## config.mk

```make
export PLATFORM = sky130hd
export DESIGN_NAME = spi_freerun_master
export DESIGN_NICKNAME = d
export VERILOG_FILES = /design/src/rtl/spim_pkg.sv /design/src/rtl/spim_prescaler.sv /design/src/rtl/spim_ctrl.sv /design/src/rtl/spim_datapath.sv /design/src/rtl/spi_freerun_master.sv
export SDC_FILE = /design/constraint.sdc
export NUM_CORES = 1
export LEC_CHECK = 0
export BUFFER_PORTS_ARGS = -buffer_cell sky130_fd_sc_hd__clkbuf_2
export CAP_MARGIN = 20
export CORE_UTILIZATION = 46
export DETAILED_ROUTE_END_ITERATION = 10
export GPL_TIMING_DRIVEN = 0
export MAX_ROUTING_LAYER = met4
export PLACE_DENSITY = 0.69
export SETUP_SLACK_MARGIN = 0.02
export SYNTH_ARGS = -nofsm -noshare
export SYNTH_HDL_FRONTEND = slang
export SYNTH_SLANG_ARGS = --single-unit
```

## constraint.sdc

```tcl
create_clock -name clk -period 2.2 [get_ports clk]
set_clock_uncertainty 0.2 [all_clocks]
set_input_delay 0.11 -clock clk [delete_from_list [all_inputs] [get_ports clk]]
set_output_delay 0.11 -clock clk [all_outputs]
set_load 0.02 [all_outputs]
```

## src/rtl/spim_pkg.sv

```systemverilog
package spim_pkg;

  // Strobes from control to datapath, one cycle each.
  typedef struct packed {
    logic capture;     // accepted host write: hold the byte
    logic load;        // transfer start: fill the transmit shifter
    logic loadDirect;  // start coincides with the write: take the bus byte
    logic shiftOut;    // advance mosi to the next bit
    logic sample;      // shift miso into the receive shifter
    logic finish;      // last half bit done: publish received byte
  } spimStrobe_t;

endpackage

```

## src/rtl/spim_prescaler.sv

```systemverilog
module spim_prescaler #(
  parameter int RATE_W = 2
) (
  input  logic              clk,
  input  logic              rstN,
  input  logic              run,
  input  logic [RATE_W-1:0] rateSel,
  output logic              halfTick,
  output logic              bitTick
);

  // The largest divide is 2 * 4^(2^RATE_W - 1).
  localparam int PRE_W = 1 + 2 * ((1 << RATE_W) - 1);

  logic [PRE_W-1:0] cnt;
  logic [PRE_W-1:0] halfMask;
  logic [PRE_W-1:0] bitMask;

  always_comb begin
    halfMask = (PRE_W'(1) << {rateSel, 1'b0}) - PRE_W'(1);
    bitMask  = {halfMask[PRE_W-2:0], 1'b1};
  end

  assign halfTick = run && ((cnt & halfMask) == halfMask);
  assign bitTick  = run && ((cnt & bitMask) == bitMask);

  always_ff @(posedge clk) begin
    if (!rstN)     cnt <= '0;
    else if (!run) cnt <= '0;
    else           cnt <= cnt + PRE_W'(1);
  end


  bit_on_half_chk: assert property (@(posedge clk) disable iff (!rstN)
    bitTick |-> halfTick);

endmodule

```

## src/rtl/spim_ctrl.sv

```systemverilog
module spim_ctrl
  import spim_pkg::*;
#(
  parameter int DATA_W = 8
) (
  input  logic        clk,
  input  logic        rstN,
  input  logic        run,
  input  logic        cpha,
  input  logic        wrEn,
  input  logic        halfTick,
  input  logic        bitTick,
  output spimStrobe_t strb,
  output logic        sckPhase,
  output logic        busy,
  output logic        done,
  output logic        collision
);

  localparam int LAST  = 2 * DATA_W;
  localparam int CNT_W = $clog2(LAST + 1);

  logic             pending;
  logic             active;
  logic [CNT_W-1:0] phaseCnt;
  logic [CNT_W-1:0] nxt;
  logic             accept;
  logic             collide;
  logic             start;
  logic             step;
  logic             atEnd;

  assign busy    = pending | active;
  assign accept  = run && wrEn && !busy;
  assign collide = run && wrEn && busy;
  assign start   = bitTick && !active && (pending || accept);
  assign step    = active && halfTick;
  assign nxt     = phaseCnt + CNT_W'(1);
  assign atEnd   = (nxt == CNT_W'(LAST));

  always_comb begin
    strb            = '0;
    strb.capture    = accept;
    strb.load       = start;
    strb.loadDirect = accept;
    strb.sample     = step && nxt[0];
    strb.shiftOut   = step && !nxt[0] && !atEnd;
    strb.finish     = step && atEnd;
  end

  always_ff @(posedge clk) begin
    if (!rstN) begin
      pending   <= 1'b0;
      active    <= 1'b0;
      phaseCnt  <= '0;
      sckPhase  <= 1'b0;
      done      <= 1'b0;
      collision <= 1'b0;
    end else if (!run) begin
      pending   <= 1'b0;
      active    <= 1'b0;
      phaseCnt  <= '0;
      sckPhase  <= 1'b0;
      collision <= 1'b0;
    end else begin
      if (collide) collision <= 1'b1;
      if (accept) begin
        done    <= 1'b0;
        pending <= 1'b1;
      end
      if (start) begin
        pending  <= 1'b0;
        active   <= 1'b1;
        phaseCnt <= '0;
        sckPhase <= cpha;
      end else if (step) begin
        phaseCnt <= nxt;
        if (atEnd) begin
          active   <= 1'b0;
          done     <= 1'b1;
          sckPhase <= 1'b0;
        end else begin
          sckPhase <= cpha ? ~nxt[0] : nxt[0];
        end
      end
    end
  end


  count_bound_chk: assert property (@(posedge clk) disable iff (!rstN)
    active |-> (phaseCnt < CNT_W'(LAST)));


  collision_sticky_chk: assert property (@(posedge clk) disable iff (!rstN)
    (collision && run) |=> collision);


  done_when_idle_chk: assert property (@(posedge clk) disable iff (!rstN)
    $rose(done) |-> !busy);


  sck_on_tick_chk: assert property (@(posedge clk) disable iff (!rstN)
    !$stable(sckPhase) |-> $past(halfTick || !run));

endmodule

```

## src/rtl/spim_datapath.sv

```systemverilog
module spim_datapath
  import spim_pkg::*;
#(
  parameter int DATA_W = 8
) (
  input  logic              clk,
  input  logic              rstN,
  input  spimStrobe_t       strb,
  input  logic [DATA_W-1:0] wrData,
  input  logic              miso,
  output logic              mosi,
  output logic [DATA_W-1:0] rxData
);

  logic [DATA_W-1:0] txHold;
  logic [DATA_W-1:0] shiftTx;
  logic [DATA_W-1:0] shiftRx;

  assign mosi = shiftTx[DATA_W-1];

  always_ff @(posedge clk) begin
    if (!rstN) begin
      txHold  <= '0;
      shiftTx <= '0;
      shiftRx <= '0;
      rxData  <= '0;
    end else begin
      if (strb.capture) txHold <= wrData;
      if (strb.load)
        shiftTx <= strb.loadDirect ? wrData : txHold;
      else if (strb.shiftOut)
        shiftTx <= {shiftTx[DATA_W-2:0], 1'b0};
      if (strb.load)
        shiftRx <= '0;
      else if (strb.sample)
        shiftRx <= {shiftRx[DATA_W-2:0], miso};
      if (strb.finish) rxData <= shiftRx;
    end
  end


  tx_shift_chk: assert property (@(posedge clk) disable iff (!rstN)
    !$stable(shiftTx) |-> $past(strb.load || strb.shiftOut));


  rx_latch_chk: assert property (@(posedge clk) disable iff (!rstN)
    !$stable(rxData) |-> $past(strb.finish));

endmodule

```

## src/rtl/spi_freerun_master.sv

```systemverilog
module spi_freerun_master
  import spim_pkg::*;
#(
  parameter int DATA_W = 8,
  parameter int RATE_W = 2
) (
  input  logic              clk,
  input  logic              rstN,
  input  logic              enable,
  input  logic              masterSel,
  input  logic [RATE_W-1:0] rateSel,
  input  logic              cpol,
  input  logic              cpha,
  input  logic              wrEn,
  input  logic [DATA_W-1:0] wrData,
  input  logic              miso,
  output logic              sck,
  output logic              mosi,
  output logic              busy,
  output logic              done,
  output logic              collision,
  output logic [DATA_W-1:0] rxData
);

  logic        run;
  logic        halfTick;
  logic        bitTick;
  logic        sckPhase;
  spimStrobe_t strb;

  assign run = enable && masterSel;
  assign sck = sckPhase ^ cpol;

  spim_prescaler #(.RATE_W(RATE_W)) uPre (
    .clk      (clk),
    .rstN     (rstN),
    .run      (run),
    .rateSel  (rateSel),
    .halfTick (halfTick),
    .bitTick  (bitTick)
  );

  spim_ctrl #(.DATA_W(DATA_W)) uCtrl (
    .clk       (clk),
    .rstN      (rstN),
    .run       (run),
    .cpha      (cpha),
    .wrEn      (wrEn),
    .halfTick  (halfTick),
    .bitTick   (bitTick),
    .strb      (strb),
    .sckPhase  (sckPhase),
    .busy      (busy),
    .done      (done),
    .collision (collision)
  );

  spim_datapath #(.DATA_W(DATA_W)) uDp (
    .clk    (clk),
    .rstN   (rstN),
    .strb   (strb),
    .wrData (wrData),
    .miso   (miso),
    .mosi   (mosi),
    .rxData (rxData)
  );

endmodule

```

==> Word level (Yosys, flattened, before mapping) <==
Index checks and enable logic that the tools add are counted.
{ "word_totals": {"output_inout_bits": 13, "regBits": 49, "wordCells": 64, "inputBits": 18} }
{ "op_classes": {"reduce_logical": 25, "addsub": 3, "n_eq_ne": 3, "n_shift": 1, "mux": 14, "n_bitwise": 7} }
{ "ops": {"columns": ["op", "count"], "rows": [
  ["$mux 8", 3],
  ["$and 7x7->7", 2],
  ["$eq 7x7->1", 2],
  ["$logic_and 1x1->1", 13],
  ["$mux 1", 11],
  ["$add 7x1->7 const B", 1],
  ["$shl 1x3->7 const A", 1],
  ["$sub 7x2->7 const B", 1],
  ["$reduce_bool 2->1", 3],
  ["$add 5x1->5 const B", 1],
  ["$eq 5x5->1 const B", 1],
  ["$logic_not 1->1", 4],
  ["$reduce_and 2->1", 2],
  ["$not 1->1", 3],
  ["$reduce_or 3->1", 1],
  ["$reduce_or 2->1", 1],
  ["$logic_or 1x1->1", 1],
  ["$or 1x1->1", 1],
  ["$xor 1x1->1", 1]
]} }

==> Logic depth before layout (Yosys ltp) <==
Gate-level depths: netlist of the first run.
{ "logic_depth": {"ltp_word": 10, "mapped_depth": 7} }

==> Hierarchy <==
From an unflattened synthesis of the first run, not the netlist that was laid out.
{ "unflattened": {"cells_unflattened": 226, "area_unflattened_um2": 2269.7} }
{ "by_module_without_submodules": {"columns": ["mod", "cells_per_inst", "seq_area_each_um2", "instances", "area_per_inst_um2"], "rows": [
  ["spim_datapath", 115, 640.6, 1, 1332.5],
  ["spim_ctrl", 67, 200.2, 1, 566.8],
  ["spim_prescaler", 42, 140.1, 1, 355.3],
  ["spi_freerun_master", 2, 0.0, 1, 15.0]
]} }

==> Least setup slack after synthesis of the first run <==
No wires, ideal clock.
{ "synth_path": {"path_kind": "flip-flop to flip-flop", "startpoint": "register uCtrl.phaseCnt[0]", "endpoint": "register uDp.shiftTx[4]", "stages_incl_launch_ff": 8, "path_slack_ps": -60, "arrival_time_ps": 1944, "setup_time_ps": 116, "synth_period_minus_slack_ps": 2260, "n_path_buf": 1, "path_cell_list": "dfxtp_1 > ha_1 > nand3_1 > xor2_1 > o311ai_2 > buf_6 > mux2_4 > o211a_1"} }
{ "synth_via": {"elab_chain_len": 5, "word_cells_on_any_way": 7} }
{ "synth_lines": {"columns": ["item", "line_no", "rtl"], "rows": [
  ["from (decl)", "spim_ctrl.sv:25", "logic [CNT_W-1:0] phaseCnt;"],
  ["from (signal assigned)", "spim_ctrl.sv:77", "phaseCnt <= nxt;"],
  ["$add 5x1->5 (*)", "spim_ctrl.sv:38", "assign nxt = phaseCnt + CNT_W'(1);"],
  ["$eq 5x5->1 / $logic_not 1->1 (equally long branches)", "spim_ctrl.sv:39, spim_ctrl.sv:47", null],
  ["$logic_not 1->1 / $logic_and 1x1->1 (equally long branches)", "spim_ctrl.sv:47", "strb.shiftOut = step && !nxt[0] && !atEnd;"],
  ["$logic_and 1x1->1 (*)", "spim_ctrl.sv:47", null],
  ["$reduce_bool 2->1 (no source line) (*)", null, null],
  ["to (signal assigned)", "spim_datapath.sv:30", "shiftTx <= strb.loadDirect ? wrData : txHold;"],
  ["to (signal assigned)", "spim_datapath.sv:32", "shiftTx <= {shiftTx[DATA_W-2:0], 1'b0};"],
  ["to (decl)", "spim_datapath.sv:16", "logic [DATA_W-1:0] shiftTx;"]
]} }
Every way passes the cells marked *; elsewhere a longest branch is shown, timed or not.
A chain may end at the register's enable or synchronous reset.

==> Worst setup path in the final report of the first run <==
{ "layout_path": {"startpoint": "register uCtrl.phaseCnt[1]", "endpoint": "register uDp.shiftTx[4]"} }
{ "layout_via": {"elab_chain_len": 5} }
{ "layout_lines": {"columns": ["item", "line_no", "rtl"], "rows": [
  ["$add 5x1->5", "spim_ctrl.sv:38", null],
  ["$eq 5x5->1", "spim_ctrl.sv:39", "assign atEnd = (nxt == CNT_W'(LAST));"],
  ["$logic_not 1->1", "spim_ctrl.sv:47", null],
  ["$logic_and 1x1->1", "spim_ctrl.sv:47", null],
  ["$reduce_bool 2->1 (no source line)", null, null]
]} }
No other way between the ends.

==> key figures, run 1 <==
Synthesis
  – Ys Warns: 0
  – Post-synth ARST share: 0%
  – Gate count of the mapped netlist: 243
  – Area share of the largest cell type after synthesis: 43.31%
  – Post-synth EDFFs: 0
  – Mapped Nets: 264
  – Yosys cell types: 49
  – Top cells by area, synth: dfxtp_1 (43%), mux2i_1 (3.5%), nand3_1 (3.3%)
  – Synth Flop Type: dfxtp_1
  – Synthesized area: 2265 um2
  – Count leader, synth: dfxtp_1
  – #FFs+latches synth: 49
  – Avg Cell Area, Syn: 9.320 um2
  – Synth cell count leaders: dfxtp_1 (49), nand2_1 (19), nor2_1 (18)
  – Register area share after synthesis: 43.31%
  – Yosys top cell by area: dfxtp_1

Placement
  – RD Place Congestion: 0.7687
  – Post-DP HPWL: 3156 um
  – Dpl cells: 340
  – Placed Area: 2502 um2
  – Port bufs: 30

GRT
  – Number of global-route vias before repair: 1817
  – GR Overflow Total: 0
  – Total GRT Usage: 21.00%
  – Global-route wire length before repair: 8169 um
  – Initial antenna violation count: 0
  – Largest net degree at the start of global routing: 16

Clock network
  – Clock latency at the later pin of the worst-skew pair: 0.30 ns
  – CTS tree: built
  – Sink Count: 49
  – H-tree level count: 2
  – Inserted Clock Buffers: 5
  – Clock buffer depth: 2
  – CTS clk-pin slew, worst paths: 0.09 ns
  – Clock root cell: clkbuf_8

Floorplanning
  – Initial Utilization: 47.95%
  – Core Area: 4723 um2
  – IO Count: 31
  – Die Footprint: 5208 um2
  – Row count: 25
  – Die X: 72.17 um
  – DIE HEIGHT: 72.17 um

Cells and area
  – Finished Cell Area: 2893 um2
  – Nets: 322
  – Layout cells sized above 1: 26.82%
  – Layout Area Growth over Synthesis: 27.73%
  – Non-Filler Instances: 369
  – Diode count: 0

Drt
  – Drt wl/cell: 13.18 um
  – ANT nets after route: 0
  – Routed vias: 1955
  – DRT iter0 DRCs: 103
  – Drt total wl: 4863 um
  – Vias per cell: 5.298
  – Router iterations before antenna repair: 4
  – Drt drc: 0

Timing
  – Minimum clock period: 2.137 ns
  – Final Slew Violations: 0
  – Final worst path period share: 97.16%
  – Max Fclk: 0.4678 GHz
  – Worst-margin pin slew: 0.6101 ns
  – Final hold slack: 0.1138 ns
  – Rel. slew slack: 59.11%
  – Final setup fails: 0
  – RSZ-0062 raised after global routing: true
  – Hold Fails Final Rpt: 0
  – Setup TNS: 0 ns

Critical path
  – Setup CP Type: reg -> reg
  – R2R cell count: 7
  – Worst path slowest cell: dfxtp_4
  – Worst Setup SP: uCtrl.phaseCnt[1]$_SDFFE_PP0N_
  – FF-to-FF End: uDp.shiftTx[4]$_SDFFE_PN0P_
  – Buf/Inv on CP: 1
  – Setup crit end kind: flop
  – Reg2reg setup slack: 0.06 ns
  – Reg2Reg Launch Point: uCtrl.phaseCnt[1]$_SDFFE_PP0N_
  – Data arrival time of the critical path: 2.15 ns
  – Worst Setup Start Kind: flop
  – Crit path max fanout: 7
  – Levels on crit path: 7
  – Worst Path Required: 2.21 ns
  – Critical Path Sink: uDp.shiftTx[4]$_SDFFE_PN0P_
  – CP Cell Sequence: ha_4, nand3_4, xor2_4, o311ai_4, buf_6, mux2_4, o211a_1
  – Cell family with most CP delay: compound AO/OA/AOI/OAI gates
  – Worst path max stage delay: 0.37 ns

Outcome
  – Status: completed

Pwr
  – Pleak: 0.001167 uW
  – Power Total: 1520 uW
  – PwrDens: 525.5 nW/um2
  – Maximum vdd drop: 0.3275 mV

Worst hold path
  – Hold Crit Start: masterSel
  – HP Class: in -> reg

Flow run
  – Max-Cap Viols: 0
[final cells by class]
| cell class | count | area, um2 |
|---|---|---|
| buffer | 12 | 68.82 |
| clock buffer | 6 | 72.57 |
| clock inverter | 2 | 15.01 |
| fill | 403 | 1831 |
| inverter | 6 | 22.52 |
| multi-input combinational | 176 | 1294 |
| sequential | 49 | 992.2 |
| tap | 67 | 83.83 |
| timing repair buffer | 51 | 344.1 |
[metal layers]
| layer | vias to the layer above | track usage (%) | share of wire [%] |
|---|---|---|---|
| li1 | 988 | - | - |
| met1 | 922 | 25.00 | 47 |
| met2 | 39 | 34.37 | 47 |
| met3 | 6 | 4.583 | 3.3 |
| met4 | 0 | 8.715 | 1.9 |
| met5 | - | - | 0 |
[timing repair]
| action | in CTS | in global routing |
|---|---|---|
| endpoints found under the hold margin | 17 | 0 |
| resized for setup | 6 | 16 |
| pin swaps | 1 | 7 |
| hold buffers | 13 | 0 |
| endpoints found under the setup margin | 9 | 18 |
| setup buffers | 7 | 1 |
[sequential cells by signal (all words and copies together), names as in the netlist]
name and count:
uCtrl.active 1, uDp.txHold 8, uCtrl.pending 1, uCtrl.collision 1, uDp.rxData 8, uPre.cnt 7
uDp.shiftRx 8, uCtrl.sckPhase 1, uCtrl.phaseCnt 5, uDp.shiftTx 8, uCtrl.done 1
[worst register-to-register path, cell delays in order, from the launching register on]
cell and delay, ns:
dfxtp_4 0.37, ha_4 0.19, nand3_4 0.11, xor2_4 0.22, o311ai_4 0.28, buf_6 0.18
mux2_4 0.30, o211a_1 0.20
[kinds of logic (layout without fill, tap and decap cells)]
logic type               count (synthesis)  count (layout)  synth area share (%)
flip-flops                              49              49                 43.31
AO/OA/AOI/OAI                           63              63                 20.39
multiplexers                            12              12                 6.022
adder cells (fa/ha/maj)                  3               3                 1.658
AND/OR/NAND/NOR                         89              89                 21.22
buffers and inverters                   18              77                 3.922
XOR/XNOR                                 9               9                 3.480
[worst min path at each step]
stage | to | cells past startpoint
after global placement | uDp.shiftRx[0]$_SDFFE_PP0P_ | 3
after floorplan | uDp.shiftRx[0]$_SDFFE_PP0P_ | 2
final | uCtrl.pending$_SDFFE_PP0P_ | 4
after detailed placement | uDp.shiftRx[0]$_SDFFE_PP0P_ | 3
after CTS | uCtrl.pending$_SDFFE_PP0P_ | 4
after global routing | uCtrl.pending$_SDFFE_PP0P_ | 4
[where the power goes]
group / internal (uW) / switching, uW / total [uW] / leakage (uW)
Clock: 224 / 308 / 533 / 0.0000374
Sequential: 890 / 2.70 / 892 / 0.000398
Combinational: 46.7 / 48.4 / 95.1 / 0.000731
[metrics by stage]
| step | worst slack (ns) | util [%] |
|---|---|---|
| floorplan | 0.05093 | - |
| global placement | -0.1430 | 52.98 |
| detailed placement | -0.1720 | 52.98 |
| CTS | 0.04622 | 59.42 |
| global route | -0.01063 | 61.25 |
| finish | 0.06253 | 61.25 |
[placed cells by master (no fill, tap or decap), types with 2 or more instances in the layout]
cell type | netlist | final
a2111oi_2 | 3 | 2
a21bo_1 | 2 | 2
a21boi_1 | 8 | 8
a21oi_1 | 14 | 14
and2_1 | 4 | 4
and3_1 | 2 | 2
buf_2 | 5 | 4
buf_4 | 0 | 7
buf_6 | 2 | 3
clkbuf_1 | 5 | 6
clkbuf_2 | 0 | 30
clkbuf_8 | 0 | 5
clkinvlp_4 | 0 | 2
dfxtp_1 | 49 | 44
dfxtp_2 | 0 | 3
dfxtp_4 | 0 | 2
dlygate4sd3_1 | 0 | 13
ha_1 | 3 | 2
inv_1 | 6 | 6
mux2_4 | 3 | 3
mux2i_1 | 8 | 8
nand2_1 | 19 | 19
nand3_1 | 15 | 14
nand4_1 | 2 | 2
nor2_1 | 18 | 17
nor2b_1 | 10 | 10
nor3_2 | 3 | 4
nor4_1 | 2 | 2
o211a_1 | 4 | 4
o21ai_0 | 8 | 6
o21ai_1 | 11 | 13
o21bai_1 | 2 | 2
o22a_1 | 2 | 2
or3_1 | 3 | 3
xnor2_1 | 4 | 4
xor2_1 | 5 | 4
Note: power is estimated with default switching activity, not from simulation.
==> inputs of run 2 (changes only) <==
--- a/config.mk
+++ b/config.mk
@@ -8,10 +8,11 @@
 export BUFFER_PORTS_ARGS = -buffer_cell sky130_fd_sc_hd__clkbuf_2
 export CAP_MARGIN = 20
 export CORE_UTILIZATION = 46
+export CTS_CLUSTER_SIZE = 20
 export DETAILED_ROUTE_END_ITERATION = 10
 export GPL_TIMING_DRIVEN = 0
 export MAX_ROUTING_LAYER = met4
-export PLACE_DENSITY = 0.69
+export PLACE_DENSITY = 0.66
 export SETUP_SLACK_MARGIN = 0.02
 export SYNTH_ARGS = -nofsm -noshare
 export SYNTH_HDL_FRONTEND = slang
==> constraint.sdc (replaced) <==
create_clock -name clk -period 2 [get_ports clk]
set_clock_uncertainty 0.2 [all_clocks]
set_input_delay 0.1 -clock clk [delete_from_list [all_inputs] [get_ports clk]]
set_output_delay 0.1 -clock clk [all_outputs]
set_load 0.02 [all_outputs]
==> run 2 against run 1 <==
  * Die area stayed put
  * Setup slack lost 0.27 ns
  * The run now ends with setup timing left
  * Sequential power up 10%
  * Via count shrank 3.4%
  * Combinational power grew 10%
==> key figures, run 2 (synthesized netlist as in run 1, its figures left out) <==
Critical path
  – CP Cell Sequence: ha_4, nand3_4, xor2_4, o311ai_4, buf_6, mux2_4, o211a_1 (unchanged)
  – Worst path slowest cell: dfxtp_4 (unchanged)
  – Worst path max stage delay: 0.38 ns (was 0.37 ns)
  – Setup crit end kind: flop (unchanged)
  – Setup CP Type: reg -> reg (unchanged)
  – Worst Setup Start Kind: flop (unchanged)
  – Data arrival time of the critical path: 2.20 ns (was 2.15 ns)
  – Worst Path Required: 1.99 ns (was 2.21 ns)
  – Crit path max fanout: 5 (was 7)

Cells and area
  – Layout Area Growth over Synthesis: 28.34% (was 27.73%)
  – Fin util: 61.54% (was 61.25%)
  – Layout cells sized above 1: 30.03% (was 26.82%)
  – Nets: 323 (was 322)
  – Non-Filler Instances: 370 (was 369)
  – Diode count: 0 (unchanged)
  – FILL cells: 421 (was 403)
  – Commonest non-fill, non-tap cell in the layout: dfxtp_1 (unchanged)
  – Commonest non-fill, non-tap cells in the layout: dfxtp_1 (40), clkbuf_2 (30), nand2_1 (19) (was dfxtp_1 (44), clkbuf_2 (30), nand2_1 (19))
  – Finished Cell Area: 2907 um2 (was 2893 um2)

Timing
  – Hold Fails Final Rpt: 0 (unchanged)
  – RSZ-0062 raised after global routing: true (unchanged)
  – Final worst setup slack: -0.2055 ns (was 0.06253 ns)
  – Max Fclk: 0.4534 GHz (was 0.4678 GHz)
  – Rel. slew slack: 57.80% (was 59.11%)
  – Minimum clock period: 2.206 ns (was 2.137 ns)
  – Final Slew Violations: 0 (unchanged)
  – Final worst path period share: 110.3% (was 97.16%)
  – Final setup fails: 8 (was 0)
  – Final hold slack: 0.1211 ns (was 0.1138 ns)
  – Worst-margin pin slew: 0.6295 ns (was 0.6101 ns)

Clock network
  – Clock latency at the later pin of the worst-skew pair: 0.30 ns (about the same)
  – H-tree level count: 2 (unchanged)
  – Sink Count: 49 (unchanged)
  – Inserted Clock Buffers: 5 (unchanged)
  – Clock buffer depth: 2 (unchanged)
  – CTS tree: built (unchanged)
  – CTS clk-pin slew, worst paths: 0.09 ns (about the same)
  – Clock root cell: clkbuf_8 (unchanged)

GRT
  – Number of global-route vias before repair: 1741 (was 1817)
  – Total GRT Usage: 20.15% (was 21.00%)
  – GR Overflow Total: 0 (unchanged)
  – Largest net degree at the start of global routing: 17 (was 16)
  – Initial antenna violation count: 0 (unchanged)
  – Global-route wire length before repair: 7955 um (was 8169 um)

Placement
  – RD Place Congestion: 0.7996 (was 0.7687)
  – Placed Area: 2536 um2 (was 2502 um2)
  – Pre-CTS WS: -0.2758 ns (was -0.1720 ns)
  – Port bufs: 30 (unchanged)
  – Post-DP HPWL: 3216 um (was 3156 um)
  – Dpl cells: 340 (unchanged)

Pwr
  – PwrDens: 578.2 nW/um2 (was 525.5 nW/um2)
  – Maximum vdd drop: 0.4238 mV (was 0.3275 mV)
  – Pleak: 0.001186 uW (was 0.001167 uW)

Floorplanning
  – Row count: 25 (unchanged)
  – DIE HEIGHT: 72.17 um (unchanged)
  – Die X: 72.17 um (unchanged)
  – Initial Utilization: 47.95% (unchanged)
  – IO Count: 31 (unchanged)
  – Die Footprint: 5208 um2 (unchanged)
  – Core Area: 4723 um2 (unchanged)

Drt
  – Drt drc: 0 (unchanged)
  – Vias per cell: 5.105 (was 5.298)
  – Router iterations before antenna repair: 4 (unchanged)
  – Drt wl/cell: 13.27 um (was 13.18 um)
  – Drt total wl: 4910 um (was 4863 um)
  – ANT nets after route: 0 (unchanged)
  – DRT iter0 DRCs: 74 (was 103)
  – Routed vias: 1889 (was 1955)

Outcome
  – Failing checks: setup timing
  – Status: complete, but fails checks (was completed)

Worst hold path
  – HP Class: in -> reg (unchanged)

Flow run
  – Max-Cap Viols: 0 (unchanged)
## run 2: cell count changes in the layout (fill, tap and decap cells not counted), sizes merged
cell / change
buf: +3
clkbuf: -2
clkinv: +1
clkinvlp: -1
dlygate4sd3: -1
inv: +1
## run 2: what timing repair did
action,in CTS,in global routing
pin swaps,1,4
setup endpoints to repair,26,28
buffers inserted,5,6
hold buffers,12,0
resized for setup,6,15
hold endpoints to repair,18,0
## run 2: worst paths after layout
kind / cells after the start / startpoint / slack (ns) / to
max reg2reg: 7 / uCtrl.phaseCnt[1]$_SDFFE_PP0N_ / -0.21 / uDp.shiftTx[4]$_SDFFE_PN0P_
min reg2reg: 1 / uPre.cnt[0]$_SDFF_PN0_ / 0.27 / uPre.cnt[0]$_SDFF_PN0_
min: 4 / masterSel / 0.12 / uCtrl.pending$_SDFFE_PP0P_
max: 7 / uCtrl.phaseCnt[1]$_SDFFE_PP0N_ / -0.21 / uDp.shiftTx[4]$_SDFFE_PN0P_
## run 2: critical path: cells and delay by family (launching register included)
| kind | cells | cell delay, ns |
|---|---|---|
| adder cells (fa/ha/maj) | 1 | 0.18 |
| multiplexers | 1 | 0.29 |
| XOR/XNOR | 1 | 0.18 |
| flip-flops | 1 | 0.38 |
| buffers and inverters | 1 | 0.18 |
| AND/OR/NAND/NOR | 1 | 0.10 |
| AO/OA/AOI/OAI | 2 | 0.57 |
## run 2: metal layers
metal	part of all wire (%)	track usage, %	vias up	wire, um
met1	49	26.57	880	2416
met4	1.9	5.447	0	92
li1	-	-	977	-
met5	0	-	-	0
met3	3.0	4.167	7	145
met2	46	31.46	25	2255
## run 2: cell type report
cell class              count  area [um2]  share of cell area [%]
multi-input cells         176        1289                   44.34
flip-flops and latches     49       997.2                   34.31
repair buffers             53       356.6                   12.27
clock buffers               5       68.82                   2.368
plain buffers              11       67.56                   2.325
well taps                  67       83.83                   2.884
inverters                   6       22.52                  0.7749
clock inverters             3       21.27                  0.7318
## run 2: per-stage QoR
step / setup TNS (ns) / total power (uW)
floorplan: -0.1763 / 1051
global placement: -1.099 / 1086
detailed placement: -1.430 / 1087
CTS: -0.8847 / 1702
global route: -2.211 / 1752
finish: -1.204 / 1680
## run 2: power by group
group | internal, uW | switching [uW] | total, uW
Clock | 249 | 345 | 593
Combinational | 51.7 | 53.5 | 105
Sequential | 979 | 3.06 | 982
==> inputs of run 3 (changes only) <==
--- a/config.mk
+++ b/config.mk
@@ -14,6 +14,7 @@
 export MAX_ROUTING_LAYER = met4
 export PLACE_DENSITY = 0.66
 export SETUP_SLACK_MARGIN = 0.02
+export SKIP_LAST_GASP = 1
 export SYNTH_ARGS = -nofsm -noshare
 export SYNTH_HDL_FRONTEND = slang
 export SYNTH_SLANG_ARGS = --single-unit
==> run 3 against run 2 <==
  * The flow still finishes with violations (setup timing)
  * Critical path depth stayed put
  * Flip-flop and latch count unchanged
  * Sequential share of layout area hardly changed
  * Sequential power barely moved
  * Total power unchanged
  * Wire length is essentially flat
  * Worst hold slack did not move
  * Fmax unchanged
  * Count of clock-buffer cells in the layout unchanged
  * Design area barely moved
==> key figures, run 3 (synthesized netlist as in run 1, its figures left out) <==
Timing
  – Rel. slew slack: 57.80% (unchanged)
  – Worst-margin pin slew: 0.6295 ns (unchanged)
  – Final setup fails: 8 (unchanged)
  – RSZ-0062 raised after global routing: true (unchanged)
  – Final worst setup slack: -0.2055 ns (unchanged)
  – Final Slew Violations: 0 (unchanged)
  – Final hold slack: 0.1211 ns (unchanged)
  – Minimum clock period: 2.206 ns (unchanged)
  – Hold Fails Final Rpt: 0 (unchanged)
  – Max Fclk: 0.4534 GHz (unchanged)
  – Setup TNS: -1.207 ns (was -1.204 ns)
  – Final worst path period share: 110.3% (unchanged)

Cells and area
  – Non-Filler Instances: 370 (unchanged)
  – Diode count: 0 (unchanged)
  – Layout cells sized above 1: 29.70% (was 30.03%)
  – Fin util: 61.48% (was 61.54%)
  – Nets: 323 (unchanged)
  – Commonest non-fill, non-tap cells in the layout: dfxtp_1 (40), clkbuf_2 (30), nand2_1 (19) (unchanged)
  – Layout Area Growth over Synthesis: 28.23% (was 28.34%)
  – Commonest non-fill, non-tap cell in the layout: dfxtp_1 (unchanged)

Critical path
  – Cell family with most CP delay: compound AO/OA/AOI/OAI gates (unchanged)
  – Worst Path Required: 1.99 ns (about the same)
  – Worst Setup Start Kind: flop (unchanged)
  – Crit path max fanout: 5 (unchanged)
  – Setup crit end kind: flop (unchanged)
  – Data arrival time of the critical path: 2.20 ns (about the same)
  – CP Cell Sequence: ha_4, nand3_4, xor2_4, o311ai_4, buf_6, mux2_4, o211a_1 (unchanged)
  – Buf/Inv on CP: 1 (unchanged)
  – Setup CP Type: reg -> reg (unchanged)
  – Worst path max stage delay: 0.38 ns (about the same)
  – Worst path slowest cell: dfxtp_4 (unchanged)

Clock network
  – Inserted Clock Buffers: 5 (unchanged)
  – Clock root cell: clkbuf_8 (unchanged)
  – Clock latency at the later pin of the worst-skew pair: 0.30 ns (about the same)
  – Clock buffer depth: 2 (unchanged)
  – Sink Count: 49 (unchanged)
  – CTS clk-pin slew, worst paths: 0.09 ns (about the same)
  – CTS tree: built (unchanged)
  – H-tree level count: 2 (unchanged)

Floorplanning
  – Row count: 25 (unchanged)
  – Core Area: 4723 um2 (unchanged)
  – Die X: 72.17 um (unchanged)
  – DIE HEIGHT: 72.17 um (unchanged)
  – Die Footprint: 5208 um2 (unchanged)
  – Initial Utilization: 47.95% (unchanged)
  – IO Count: 31 (unchanged)

Drt
  – DRT iter0 DRCs: 74 (unchanged)
  – Drt total wl: 4911 um (was 4910 um)
  – Vias per cell: 5.105 (unchanged)
  – Drt wl/cell: 13.27 um (about the same)
  – Drt drc: 0 (unchanged)
  – ANT nets after route: 0 (unchanged)
  – Routed vias: 1889 (unchanged)
  – Router iterations before antenna repair: 4 (unchanged)

Pwr
  – PwrDens: 578.7 nW/um2 (was 578.2 nW/um2)
  – Maximum vdd drop: 0.4238 mV (unchanged)
  – Power Total: 1680 uW (unchanged)
  – Pleak: 0.001186 uW (about the same)

Placement
  – Dpl cells: 340 (unchanged)
  – Port bufs: 30 (unchanged)
  – Post-DP HPWL: 3216 um (unchanged)
  – RD Place Congestion: 0.7996 (unchanged)

Outcome
  – Failing checks: setup timing (unchanged)
  – Status: complete, but fails checks (unchanged)

GRT
  – Largest net degree at the start of global routing: 17 (unchanged)
  – Global-route wire length before repair: 7955 um (unchanged)
  – Number of global-route vias before repair: 1741 (unchanged)
  – GR Overflow Total: 0 (unchanged)
  – Total GRT Usage: 20.15% (unchanged)
  – Initial antenna violation count: 0 (unchanged)

Flow run
  – Max-Cap Viols: 0 (unchanged)

Worst hold path
  – HP Class: in -> reg (unchanged)
[run 3: tightest hold or removal path, stage by stage]
cell and delay, ns:
clkbuf_2 0.14, and4b_1 0.21, nor2_1 0.08, nor2_1 0.05
[run 3: path summary, 6_finish.rpt]
check | cells after the start | end | slack, ns | startpoint
max | 7 | uDp.shiftTx[4]$_SDFFE_PN0P_ | -0.21 | uCtrl.phaseCnt[1]$_SDFFE_PP0N_
min | 4 | uCtrl.pending$_SDFFE_PP0P_ | 0.12 | masterSel
max reg2reg | 7 | uDp.shiftTx[4]$_SDFFE_PN0P_ | -0.21 | uCtrl.phaseCnt[1]$_SDFFE_PP0N_
min reg2reg | 1 | uPre.cnt[0]$_SDFF_PN0_ | 0.27 | uPre.cnt[0]$_SDFF_PN0_
[run 3: timing repair]
item	in CTS	in global routing
gates cloned	0	0
hold buffers	12	0
endpoints found under the setup margin	26	28
buffers inserted	5	6
endpoints found under the hold margin	18	0
gates resized for setup	5	15
pin swaps	1	4
[run 3: cell type report]
| type | instances | area (um2) |
|---|---|---|
| fillers | 421 | 1819 |
| multi-input cells | 176 | 1286 |
| flip-flops and latches | 49 | 997.2 |
| repair buffers | 53 | 356.6 |
| well taps | 67 | 83.83 |
| clock buffers | 5 | 68.82 |
| plain buffers | 11 | 67.56 |
| inverters | 6 | 22.52 |
| clock inverters | 3 | 21.27 |
[run 3: stage by stage]
step | worst slack, ns | area (um2)
CTS | -0.1447 | 2810
detailed placement | -0.2758 | 2536
finish | -0.2055 | 2904
global placement | -0.2320 | 2536
floorplan | -0.05876 | 2302
global route | -0.2445 | 2904
[run 3: power breakdown]
part / total (uW) / leakage [uW] / switching [uW] / internal [uW]
combinational: 105 / 0.000741 / 53.5 / 51.7
sequential: 982 / 0.000400 / 3.06 / 979
clock: 593 / 0.0000445 / 345 / 249
total: 1680 / 0.00119 / 401 / 1280
[run 3: layer usage]
layer	up-vias	share of wire, %	GRT usage [%]
li1	977	-	-
met1	880	49	26.57
met2	25	46	31.46
met3	7	3.0	4.167
met4	0	1.9	5.447
met5	-	0	-
